$ cat config.mk
export PLATFORM = sky130hd
export DESIGN_NAME = sgram_cmd_seq
export DESIGN_NICKNAME = d
export VERILOG_FILES = /design/src/rtl/sgram_seq_pkg.sv /design/src/rtl/sgram_gap_counter.sv /design/src/rtl/sgram_open_rows.sv /design/src/rtl/sgram_rd_latency.sv /design/src/rtl/sgram_cmd_seq.sv
export SDC_FILE = /design/constraint.sdc
export NUM_CORES = 1
export LEC_CHECK = 0
export BUFFER_PORTS_ARGS = -buffer_cell sky130_fd_sc_hd__buf_2
export CAP_MARGIN = 10
export CORE_MARGIN = 2
export CORE_UTILIZATION = 60
export CTS_BUF_LIST = sky130_fd_sc_hd__clkbuf_8
export CTS_CLUSTER_SIZE = 14
export DETAILED_ROUTE_END_ITERATION = 16
export PLACE_DENSITY = 0.82
export RECOVER_POWER = 25
export SLEW_MARGIN = 20
export SYNTH_ARGS = -nofsm -noshare
export SYNTH_HDL_FRONTEND = slang
export SYNTH_SLANG_ARGS = --single-unit
export TNS_END_PERCENT = 100
$ cat constraint.sdc
create_clock -name clk -period 3.6 [get_ports clk]
set_input_delay 0.72 -clock clk [delete_from_list [all_inputs] [get_ports clk]]
set_output_delay 0.72 -clock clk [all_outputs]
set_load 0.02 [all_outputs]
$ cat src/rtl/sgram_seq_pkg.sv
package sgram_seq_pkg;

    // {cs_n, ras_n, cas_n, we_n}
    typedef enum logic [3:0] {
        CMD_NOP   = 4'b0111,
        CMD_ACT   = 4'b0011,
        CMD_READ  = 4'b0101,
        CMD_WRITE = 4'b0100,
        CMD_PRE   = 4'b0010
    } bus_cmd_t;

    typedef enum logic [2:0] {
        S_IDLE,
        S_PRE,
        S_PRE_GAP,
        S_ACT,
        S_ACT_GAP,
        S_XFER,
        S_BEATS,
        S_AP_GAP
    } seq_state_t;

endpackage

$ cat src/rtl/sgram_gap_counter.sv
module sgram_gap_counter #(
    parameter int W = 8
) (
    input  logic         clk,
    input  logic         rst_n,
    input  logic         load,
    input  logic [W-1:0] load_val,
    output logic         near_end
);
    logic [W-1:0] cnt_q;

    always_ff @(posedge clk or negedge rst_n) begin
        if (!rst_n)
            cnt_q <= '0;
        else if (load)
            cnt_q <= load_val;
        else if (cnt_q != '0)
            cnt_q <= cnt_q - 1'b1;
    end

    // last waiting cycle once the count reaches 2 (or below)
    assign near_end = (cnt_q <= W'(2));

    p_cnt_rests_at_zero_r4: assert property (@(posedge clk) disable iff (!rst_n)
        (cnt_q == '0 && !load) |=> (cnt_q == '0));
endmodule

$ cat src/rtl/sgram_open_rows.sv
module sgram_open_rows #(
    parameter int BANK_W = 2,
    parameter int ROW_W  = 9
) (
    input  logic              clk,
    input  logic              rst_n,
    input  logic              open_set,
    input  logic              open_clr,
    input  logic [BANK_W-1:0] upd_bank,
    input  logic [ROW_W-1:0]  upd_row,
    input  logic [BANK_W-1:0] look_bank,
    output logic              look_open,
    output logic [ROW_W-1:0]  look_row
);
    localparam int NBANK = 1 << BANK_W;

    logic [NBANK-1:0] open_q;
    logic [ROW_W-1:0] row_q [NBANK];

    for (genvar b = 0; b < NBANK; b++) begin : g_bank
        always_ff @(posedge clk or negedge rst_n) begin
            if (!rst_n) begin
                open_q[b] <= 1'b0;
                row_q[b]  <= '0;
            end else if (upd_bank == BANK_W'(b)) begin
                if (open_set) begin
                    open_q[b] <= 1'b1;
                    row_q[b]  <= upd_row;
                end else if (open_clr) begin
                    open_q[b] <= 1'b0;
                end
            end
        end
    end

    assign look_open = open_q[look_bank];
    assign look_row  = row_q[look_bank];

    p_close_takes_effect_r6: assert property (@(posedge clk) disable iff (!rst_n)
        (open_clr && !open_set) |=> !open_q[$past(upd_bank)]);
    p_set_and_clear_exclusive_r11: assert property (@(posedge clk) disable iff (!rst_n)
        !(open_set && open_clr));
endmodule

$ cat src/rtl/sgram_rd_latency.sv
module sgram_rd_latency (
    input  logic clk,
    input  logic rst_n,
    input  logic rd_window,
    input  logic cl3,
    output logic rd_valid
);
    localparam int MAX_CL = 3;

    logic [MAX_CL-1:0] pipe_q;

    always_ff @(posedge clk or negedge rst_n) begin
        if (!rst_n)
            pipe_q <= '0;
        else
            pipe_q <= {pipe_q[MAX_CL-2:0], rd_window};
    end

    assign rd_valid = cl3 ? pipe_q[MAX_CL-1] : pipe_q[MAX_CL-2];

    p_latency_two_r9: assert property (@(posedge clk) disable iff (!rst_n)
        (rd_window && !cl3) |-> ##2 rd_valid);
    p_latency_three_r9: assert property (@(posedge clk) disable iff (!rst_n)
        (rd_window && cl3) |-> ##3 rd_valid);
endmodule

$ cat src/rtl/sgram_cmd_seq.sv
module sgram_cmd_seq
    import sgram_seq_pkg::*;
#(
    parameter int BANK_W = 2,
    parameter int ROW_W  = 9,
    parameter int COL_W  = 8,
    parameter int DLY_W  = 4,
    localparam int ADDR_W = BANK_W + ROW_W + COL_W
) (
    input  logic              clk,
    input  logic              rst_n,
    input  logic [DLY_W-1:0]  cfg_act_dly,
    input  logic [DLY_W-1:0]  cfg_pre_dly,
    input  logic              cfg_cl3,
    input  logic              req_valid,
    input  logic              req_write,
    input  logic [ADDR_W-1:0] req_addr,
    input  logic [1:0]        req_burst,
    input  logic              req_autopre,
    output logic              ready,
    output logic              cs_n,
    output logic              ras_n,
    output logic              cas_n,
    output logic              we_n,
    output logic [BANK_W-1:0] ba,
    output logic [ROW_W-1:0]  a,
    output logic              rd_valid
);
    localparam int CNT_W  = (COL_W > DLY_W) ? COL_W : DLY_W;
    localparam int AP_BIT = COL_W;

    function automatic logic [CNT_W-1:0] burst_clocks(input logic [1:0] code);
        case (code)
            2'd0:    return CNT_W'(1);
            2'd1:    return CNT_W'(2);
            2'd2:    return CNT_W'(4);
            default: return CNT_W'(1) << (COL_W - 1);
        endcase
    endfunction

    seq_state_t st_q, st_d;

    logic              q_wr, q_ap;
    logic [BANK_W-1:0] q_bank;
    logic [ROW_W-1:0]  q_row;
    logic [COL_W-1:0]  q_col;
    logic [CNT_W-1:0]  q_clocks;

    logic [BANK_W-1:0] in_bank;
    logic [ROW_W-1:0]  in_row;
    logic [COL_W-1:0]  in_col;
    logic              accept;

    assign in_bank = req_addr[ADDR_W-1 -: BANK_W];
    assign in_row  = req_addr[COL_W +: ROW_W];
    assign in_col  = req_addr[COL_W-1:0];
    assign ready   = (st_q == S_IDLE);
    assign accept  = ready && req_valid;

    logic              look_open;
    logic [ROW_W-1:0]  look_row;
    logic [BANK_W-1:0] look_bank;
    logic              open_set, open_clr;
    logic              cnt_load, near_end, rd_window;
    logic [CNT_W-1:0]  cnt_val;
    bus_cmd_t          cmd;
    logic [BANK_W-1:0] ba_o;
    logic [ROW_W-1:0]  a_o;

    assign look_bank = ready ? in_bank : q_bank;

    sgram_open_rows #(.BANK_W(BANK_W), .ROW_W(ROW_W)) u_rows (
        .clk(clk), .rst_n(rst_n),
        .open_set(open_set), .open_clr(open_clr),
        .upd_bank(q_bank), .upd_row(q_row),
        .look_bank(look_bank), .look_open(look_open), .look_row(look_row)
    );

    sgram_gap_counter #(.W(CNT_W)) u_gap (
        .clk(clk), .rst_n(rst_n),
        .load(cnt_load), .load_val(cnt_val), .near_end(near_end)
    );

    sgram_rd_latency u_lat (
        .clk(clk), .rst_n(rst_n),
        .rd_window(rd_window), .cl3(cfg_cl3), .rd_valid(rd_valid)
    );

    // request capture
    always_ff @(posedge clk or negedge rst_n) begin
        if (!rst_n) begin
            q_wr     <= 1'b0;
            q_ap     <= 1'b0;
            q_bank   <= '0;
            q_row    <= '0;
            q_col    <= '0;
            q_clocks <= '0;
        end else if (accept) begin
            q_wr     <= req_write;
            q_ap     <= req_autopre;
            q_bank   <= in_bank;
            q_row    <= in_row;
            q_col    <= in_col;
            q_clocks <= burst_clocks(req_burst);
        end
    end

    // state register
    always_ff @(posedge clk or negedge rst_n) begin
        if (!rst_n)
            st_q <= S_IDLE;
        else
            st_q <= st_d;
    end

    // next state
    always_comb begin
        st_d = st_q;
        unique case (st_q)
            S_IDLE: begin
                if (req_valid) begin
                    if (!look_open)              st_d = S_ACT;
                    else if (look_row == in_row) st_d = S_XFER;
                    else                         st_d = S_PRE;
                end
            end
            S_PRE:     st_d = S_PRE_GAP;
            S_PRE_GAP: if (near_end) st_d = S_ACT;
            S_ACT:     st_d = S_ACT_GAP;
            S_ACT_GAP: if (near_end) st_d = S_XFER;
            S_XFER: begin
                if (q_clocks > CNT_W'(1)) st_d = S_BEATS;
                else                      st_d = q_ap ? S_AP_GAP : S_IDLE;
            end
            S_BEATS:   if (near_end) st_d = q_ap ? S_AP_GAP : S_IDLE;
            S_AP_GAP:  if (near_end) st_d = S_IDLE;
            default:   st_d = S_IDLE;
        endcase
    end

    // outputs and counter control
    always_comb begin
        cmd       = CMD_NOP;
        ba_o      = '0;
        a_o       = '0;
        open_set  = 1'b0;
        open_clr  = 1'b0;
        cnt_load  = 1'b0;
        cnt_val   = '0;
        rd_window = 1'b0;
        unique case (st_q)
            S_PRE: begin
                cmd      = CMD_PRE;
                ba_o     = q_bank;
                open_clr = 1'b1;
                cnt_load = 1'b1;
                cnt_val  = CNT_W'(cfg_pre_dly);
            end
            S_ACT: begin
                cmd      = CMD_ACT;
                ba_o     = q_bank;
                a_o      = q_row;
                open_set = 1'b1;
                cnt_load = 1'b1;
                cnt_val  = CNT_W'(cfg_act_dly);
            end
            S_XFER: begin
                cmd                = q_wr ? CMD_WRITE : CMD_READ;
                ba_o               = q_bank;
                a_o[COL_W-1:0]     = q_col;
                a_o[AP_BIT]        = q_ap;
                open_clr           = q_ap;
                rd_window          = !q_wr;
                if (q_clocks > CNT_W'(1)) begin
                    cnt_load = 1'b1;
                    cnt_val  = q_clocks;
                end else if (q_ap) begin
                    cnt_load = 1'b1;
                    cnt_val  = CNT_W'(cfg_pre_dly);
                end
            end
            S_BEATS: begin
                rd_window = !q_wr;
                if (near_end && q_ap) begin
                    cnt_load = 1'b1;
                    cnt_val  = CNT_W'(cfg_pre_dly);
                end
            end
            default: ;
        endcase
    end

    assign {cs_n, ras_n, cas_n, we_n} = cmd;
    assign ba = ba_o;
    assign a  = a_o;

    p_legal_encoding_r2: assert property (@(posedge clk) disable iff (!rst_n)
        cmd inside {CMD_NOP, CMD_ACT, CMD_READ, CMD_WRITE, CMD_PRE});
    p_accept_issues_cmd_r3: assert property (@(posedge clk) disable iff (!rst_n)
        accept |=> (cmd != CMD_NOP && !ready));
    p_act_gap_nop_r4: assert property (@(posedge clk) disable iff (!rst_n)
        (cmd == CMD_ACT) |=> (cmd == CMD_NOP));
    p_column_needs_open_row_r5: assert property (@(posedge clk) disable iff (!rst_n)
        (cmd == CMD_READ || cmd == CMD_WRITE) |-> (look_open && look_row == q_row));
    p_pre_gap_nop_r6: assert property (@(posedge clk) disable iff (!rst_n)
        (cmd == CMD_PRE) |=> (cmd == CMD_NOP));
    p_pre_single_bank_r7: assert property (@(posedge clk) disable iff (!rst_n)
        (cmd == CMD_PRE) |-> (a[AP_BIT] == 1'b0));
endmodule

After elaboration in Yosys (flattened, before gate mapping)
Index checks and enable logic that the tools add are counted.
{"block": "word_totals", "register_bits": 83, "inputBits": 35, "output_inout_bits": 17, "word_cells": 99}
{"block": "op_classes", "n_addsub": 1, "n_lt_le_gt_ge": 4, "n_eq_ne": 18, "n_mux": 37, "bitwise_logic": 1, "reduce_logical": 21}
{"operator": "one-hot mux 8 bit (4 select lines)", "n": 1}
{"operator": "2-to-1 mux 3 bit", "n": 9}
{"operator": "2-to-1 mux 8 bit", "n": 3}
{"operator": "one-hot mux 3 bit (8 select lines)", "n": 1}
{"operator": "one-hot mux 8 bit (3 select lines)", "n": 1}
{"operator": "binary-select mux 9 bit (select 2 bit)", "n": 1}
{"operator": "2-to-1 mux 9 bit", "n": 2}
{"operator": "one-hot mux 9 bit (2 select lines)", "n": 1}
{"operator": "AND reduction 2 bit", "n": 8}
{"operator": "== test 3 bit (second input constant)", "n": 4}
{"operator": "2-to-1 mux 1 bit", "n": 10}
{"operator": "!= test 2 bit (second input constant)", "n": 5}
{"operator": "== test 9 bit", "n": 1}
{"operator": "one-hot mux 3 bit (3 select lines)", "n": 1}
{"operator": "greater-than comparator 8 x 1 -> 1 bit (second input constant)", "n": 1}
{"operator": "less-or-equal comparator 8 x 2 -> 1 bit (second input constant)", "n": 1}
{"operator": "2-to-1 mux 4 bit", "n": 2}
{"operator": "nonzero test 8 bit", "n": 1}
{"operator": "subtractor 8 x 1 -> 8 bit (second input constant)", "n": 1}
{"operator": "== test 2 bit (second input constant)", "n": 3}
{"operator": "== test 3 x 2 -> 1 bit (second input constant)", "n": 2}
{"operator": "AND reduction 5 bit", "n": 1}
{"operator": "== test 2 x 1 -> 1 bit (second input constant)", "n": 2}
{"operator": "logical NOT 2 bit", "n": 2}
{"operator": "14 further kinds", "n": 18}

Logic depth before layout (Yosys ltp)
{"block": "logic_depth", "depth_word": 11, "ltp_mapped": 8, "ltp_nobuf": 7}

By module
Synthesis repeated with hierarchy kept, for this count alone.
{"block": "unflattened", "cells_unflattened": 318, "hier_area_um2": 4011.3}
{"module": "sgram_open_rows", "instances": 1, "cells_per_inst": 106, "area_per_inst_um2": 1776.7, "seq_area_each_um2": 1001.0}
{"module": "sgram_cmd_seq", "instances": 1, "cells_per_inst": 154, "area_per_inst_um2": 1635.3, "seq_area_each_um2": 700.7}
{"module": "sgram_gap_counter", "instances": 1, "cells_per_inst": 54, "area_per_inst_um2": 509.2, "seq_area_each_um2": 200.2}
{"module": "sgram_rd_latency", "instances": 1, "cells_per_inst": 4, "area_per_inst_um2": 90.1, "seq_area_each_um2": 75.1}

Worst setup path after synthesis
No wires, ideal clock.
{"block": "synth_path", "path_kind": "input to register", "startpoint": "in req_addr[18]", "endpoint": "reg st_q[2]", "setup_time_ns": 0.103, "arrival_time_ns": 2.902, "required_time_ns": 3.497, "slack_ns": 0.595, "cell_stages": 6, "n_path_buf": 0, "cell_sequence": "or4b_2 nand2_1 mux4_2 xor2_1 or4_4 o41ai_2"}
{"block": "synth_between", "elab_chain_cells": 10}
{"element": "start, declared", "line": "sgram_cmd_seq.sv:17", "text": "input logic [ADDR_W-1:0] req_addr,"}
{"element": "2-to-1 mux 2 bit *", "line": "sgram_cmd_seq.sv:70", "text": "assign look_bank = ready ? in_bank : q_bank;"}
{"element": "NOT 2 -> 3 bit (not written as such)", "line": "sgram_open_rows.sv:37", "text": "assign look_row = row_q[look_bank];"}
{"element": "binary-select mux 9 bit (select 2 bit)", "line": "sgram_open_rows.sv:37"}
{"element": "2-to-1 mux 9 bit (not written as such) (2 in series)", "line": "sgram_open_rows.sv:37"}
{"element": "== test 9 bit", "line": "sgram_cmd_seq.sv:123", "text": "else if (look_row == in_row) st_d = S_XFER;"}
{"element": "2-to-1 mux 3 bit", "line": "sgram_cmd_seq.sv:123"}
{"element": "2-to-1 mux 3 bit *", "line": "sgram_cmd_seq.sv:122", "text": "if (!look_open) st_d = S_ACT;"}
{"element": "2-to-1 mux 3 bit *", "line": "sgram_cmd_seq.sv:121", "text": "if (req_valid) begin"}
{"element": "one-hot mux 3 bit (8 select lines) *", "line": "sgram_cmd_seq.sv:119", "text": "unique case (st_q)"}
{"element": "end signal, assigned", "line": "sgram_cmd_seq.sv:113", "text": "st_q <= st_d;"}
{"element": "end, declared", "line": "sgram_cmd_seq.sv:41", "text": "seq_state_t st_q, st_d;"}
Every way passes the cells marked *; elsewhere a longest branch is shown, timed or not. The select of a mux whose other input is x is not followed.
A chain may end at the register's enable or synchronous reset.

Worst setup path in the final report
{"block": "layout_path", "startpoint": "reg st_q[0]", "endpoint": "out a[0]"}
{"block": "layout_between", "elab_chain_cells": 2}
{"element": "== test 3 bit / == test 3 x 2 -> 1 bit (equally long branches)", "line": "sgram_cmd_seq.sv:151", "text": "unique case (st_q)"}
{"element": "one-hot mux 9 bit (2 select lines) *", "line": "sgram_cmd_seq.sv:151"}
{"element": "end, declared", "line": "sgram_cmd_seq.sv:26", "text": "output logic [ROW_W-1:0] a,"}
Every way passes the cells marked *; elsewhere a longest branch is shown, timed or not.

==> out/summary.txt <==
distinct cell type count of the synthesized netlist = 52
Buf/Inv on CP = 3
YS warnings = 0
share of post-route cells with drive strength above 1 = 0.331
Max-Slew Margin vs Limit = -0.266
sequential cell area in the final layout = 0.00198 sq mm
run status = finished, violations left
CTS tree = done
Initial DRC Count = 213
cell type contributing the most total cell area after synthesis = dfrtp_1
routed length per instance = 18.4 microns
H-tree level count = 3
static power due to leakage = 2.20 nW
proportion of synthesized chip area in sequential cells = 0.480
Horiz. Die Dim = 86.9 microns
largest net degree at the start of global routing = 80
ratio of final minimum period to clock period = 0.849
Num CTS Buffers = 9
Placed Cells incl. Taps = 492
RSZ-0062 raised after global routing = no
number of global-route vias before repair = 2983
Top delay family on crit path = simple AND/OR/NAND/NOR gates
power density cells = 934 mW/mm^2
maxcap violations = 1
setup TNS = 0 ps
buffer cell driving the clock tree root = clkbuf_8
Congestion Overflow GR = 0
slowest cell on the critical path = nor2_1
first-pass iteration count of the detailed router = 6
number of standard cells in the layout, taps in and fillers out = 506
actual transition at the worst max-transition pin = 1900 ps
area share of the largest cell type after synthesis = 0.480
CP Launch Type = flip-flop
commonest cells in the synthesized netlist = dfrtp_1, mux2_2, nand2_1, mux2i_1, o21ai_0
largest fanout on the critical path = 22
failing checks = max-capacitance violations, max-slew violations
Die Y = 86.9 microns
clock edge transition at the registers on the reported setup and hold paths = 70 ps
fraction of power consumed by sequential logic = 0.373
final HPWL from detailed placement = 6.63 mm
number of vias after detailed routing = 3137
most instantiated library cell after synthesis = dfrtp_1
smallest hold slack = 354 ps
category of the worst setup path capture point = output port
post-DR vias/cell = 6.20
switching part of the total power = 0.406
number of endpoints with negative hold slack in the final report = 0
part of the power in combinational logic = 0.479
gate count of the mapped netlist = 365
switching power of the nets = 1.78 mW
clock latency reported for the late side of the worst-skew pair = 360 ps
Initial Utilization = 0.614
final estimated routing congestion in global placement = 0.862
Max Clock Skew = 6.94 ps
internal power consumption = 2.60 mW
average cell area after synthesis = 11.3 sq um
proportion of power drawn by the clock network = 0.148
Clock Path Buffers = 2
post-synthesis async set-or-reset flop share = 1.00
Port Buffers = 50
Setup Crit Path Kind = flip-flop to output port
Placeable Area = 0.00672 sq mm
hold buffers post-CTS = 0
PostCTS Resize Cnt = 0
Min-Delay Path Class = flip-flop to flip-flop
register bit total from synthesis = 79
final-report max-slew violation count = 80
EDFF count, synth = 0
fin util = 0.696
Critical Path RT = 2880 ps
minimum period implied by the final worst setup slack = 3060 ps
cells taking the most area after synthesis = dfrtp_1, mux2_2, mux2i_1
Max Clock Freq = 327 MHz
GRT Total Usage = 0.268
worst path arrival time = 2340 ps
synthesized net count = 403
crit-path max cell delay = 620 ps
area taken by multi-input logic gates = 0.00202 sq mm
Setup Fix Bufs, Post-CTS = 0
Synth-to-Final Area Change = 13.5%
Fillers = 506
IR drop worst, VDD = 0.388 mV
Die Footprint = 0.00755 sq mm
Final #Nets = 461
most used cell along the critical path = buf_4
Synth Flop Type = dfrtp_1
netlist area before placement = 0.00412 sq mm
antenna fix cells = 0
site row count = 30
DRT antenna net count = 0
cells along the critical path = buf_4, nand2_1, nor2_1, buf_4, a22o_1, buf_2
clock sink count = 79
total design power = 4.37 mW
antenna violations before repair = 0
# DRC = 0
routed wire length = 9.32 mm
number of top-level design ports = 52
number of setup violations in the final report = 0
wire length of the first global-routing pass = 15.3 mm
flip-flops by register name (all words and copies together) (netlist names):
register and flops:
q_row 9, u_lat.pipe_q 3, u_rows.row_q 36, q_col 8
u_gap.cnt_q 8, u_rows.open_q 4, q_ap 1, st_q 3
q_clocks 4, q_wr 1, q_bank 2
cell families (layout without fill, tap and decap cells):
logic type | after synthesis | in the layout | synth area share
AO/OA/AOI/OAI | 72 | 72 | 0.126
XOR/XNOR | 13 | 13 | 0.0276
adder cells (fa/ha/maj) | 3 | 3 | 0.00911
buffers and inverters | 27 | 88 | 0.0294
flip-flops | 79 | 79 | 0.480
multiplexers | 78 | 78 | 0.212
other | 1 | 1 | 0.000910
AND/OR/NAND/NOR | 92 | 92 | 0.116
cells in the final DEF (no fill, tap or decap), types with 8 or more instances in the layout:
cell,netlist,layout
nand3_1,8,8
buf_2,1,49
dfrtp_1,79,79
a21oi_1,8,8
o21ai_0,16,16
mux2_2,55,55
nor2_1,13,13
buf_4,1,14
nor3_1,8,8
a22o_1,11,11
mux2i_1,21,21
clkbuf_8,0,10
nand2_1,28,28
nand2b_1,11,11
inv_1,9,9
worst register-to-register path, cell delays in order (launching register included):
cell     delay, ps
dfrtp_1        390
o31ai_1        620
and2_4         350
mux4_2         520
xor2_1         160
or4_4          530
o41ai_2        340
per-layer routing:
metal / wire (microns) / track usage
met1: 4160 / 0.375
met2: 4420 / 0.406
met3: 543 / 0.0626
met4: 196 / 0.104
met5: 0 / 0
layout make-up:
| cell class | instances | area share |
|---|---|---|
| Multi-Input combinational cell | 259 | 0.433 |
| Sequential cell | 79 | 0.422 |
| Timing Repair Buffer | 64 | 0.0759 |
| Clock buffer | 10 | 0.0294 |
| Tap cell | 80 | 0.0214 |
| Clock inverter | 4 | 0.0102 |
| Inverter | 10 | 0.00802 |
final timing paths:
check	from	to	slack, ps	depth (start not counted)
worst max-delay path	st_q[0]	a[0]	540	6
worst min-delay path	u_lat.pipe_q[0]	u_lat.pipe_q[1]	350	0
worst max register to register	st_q[0]	st_q[2]	600	6
worst min register to register	u_lat.pipe_q[0]	u_lat.pipe_q[1]	350	0
max in group asynchronous	rst_n	u_rows.row_q[11]	1590	1
min in group asynchronous	rst_n	u_gap.cnt_q[4]	870	1
stage by stage:
step / worst slack, ps / area [sq um]
6_report: 544 / 4680
2_1_floorplan: 595 / 4120
3_5_place_dp: 499 / 4500
4_1_cts: 564 / 4680
5_1_grt: 374 / 4680
3_3_place_gp: 508 / 4500
power groups by stage:
stage               registers (mW)  clock network [mW]  logic, mW
global placement              1.62                   0       2.00
finish                        1.63               0.647       2.09
global route                  1.69               0.696       2.30
detailed placement            1.64                   0       2.07
floorplan                     1.52                   0       1.65
CTS                           1.63               0.658       2.09
No activity file was read; power rests on OpenSTA's default activity.
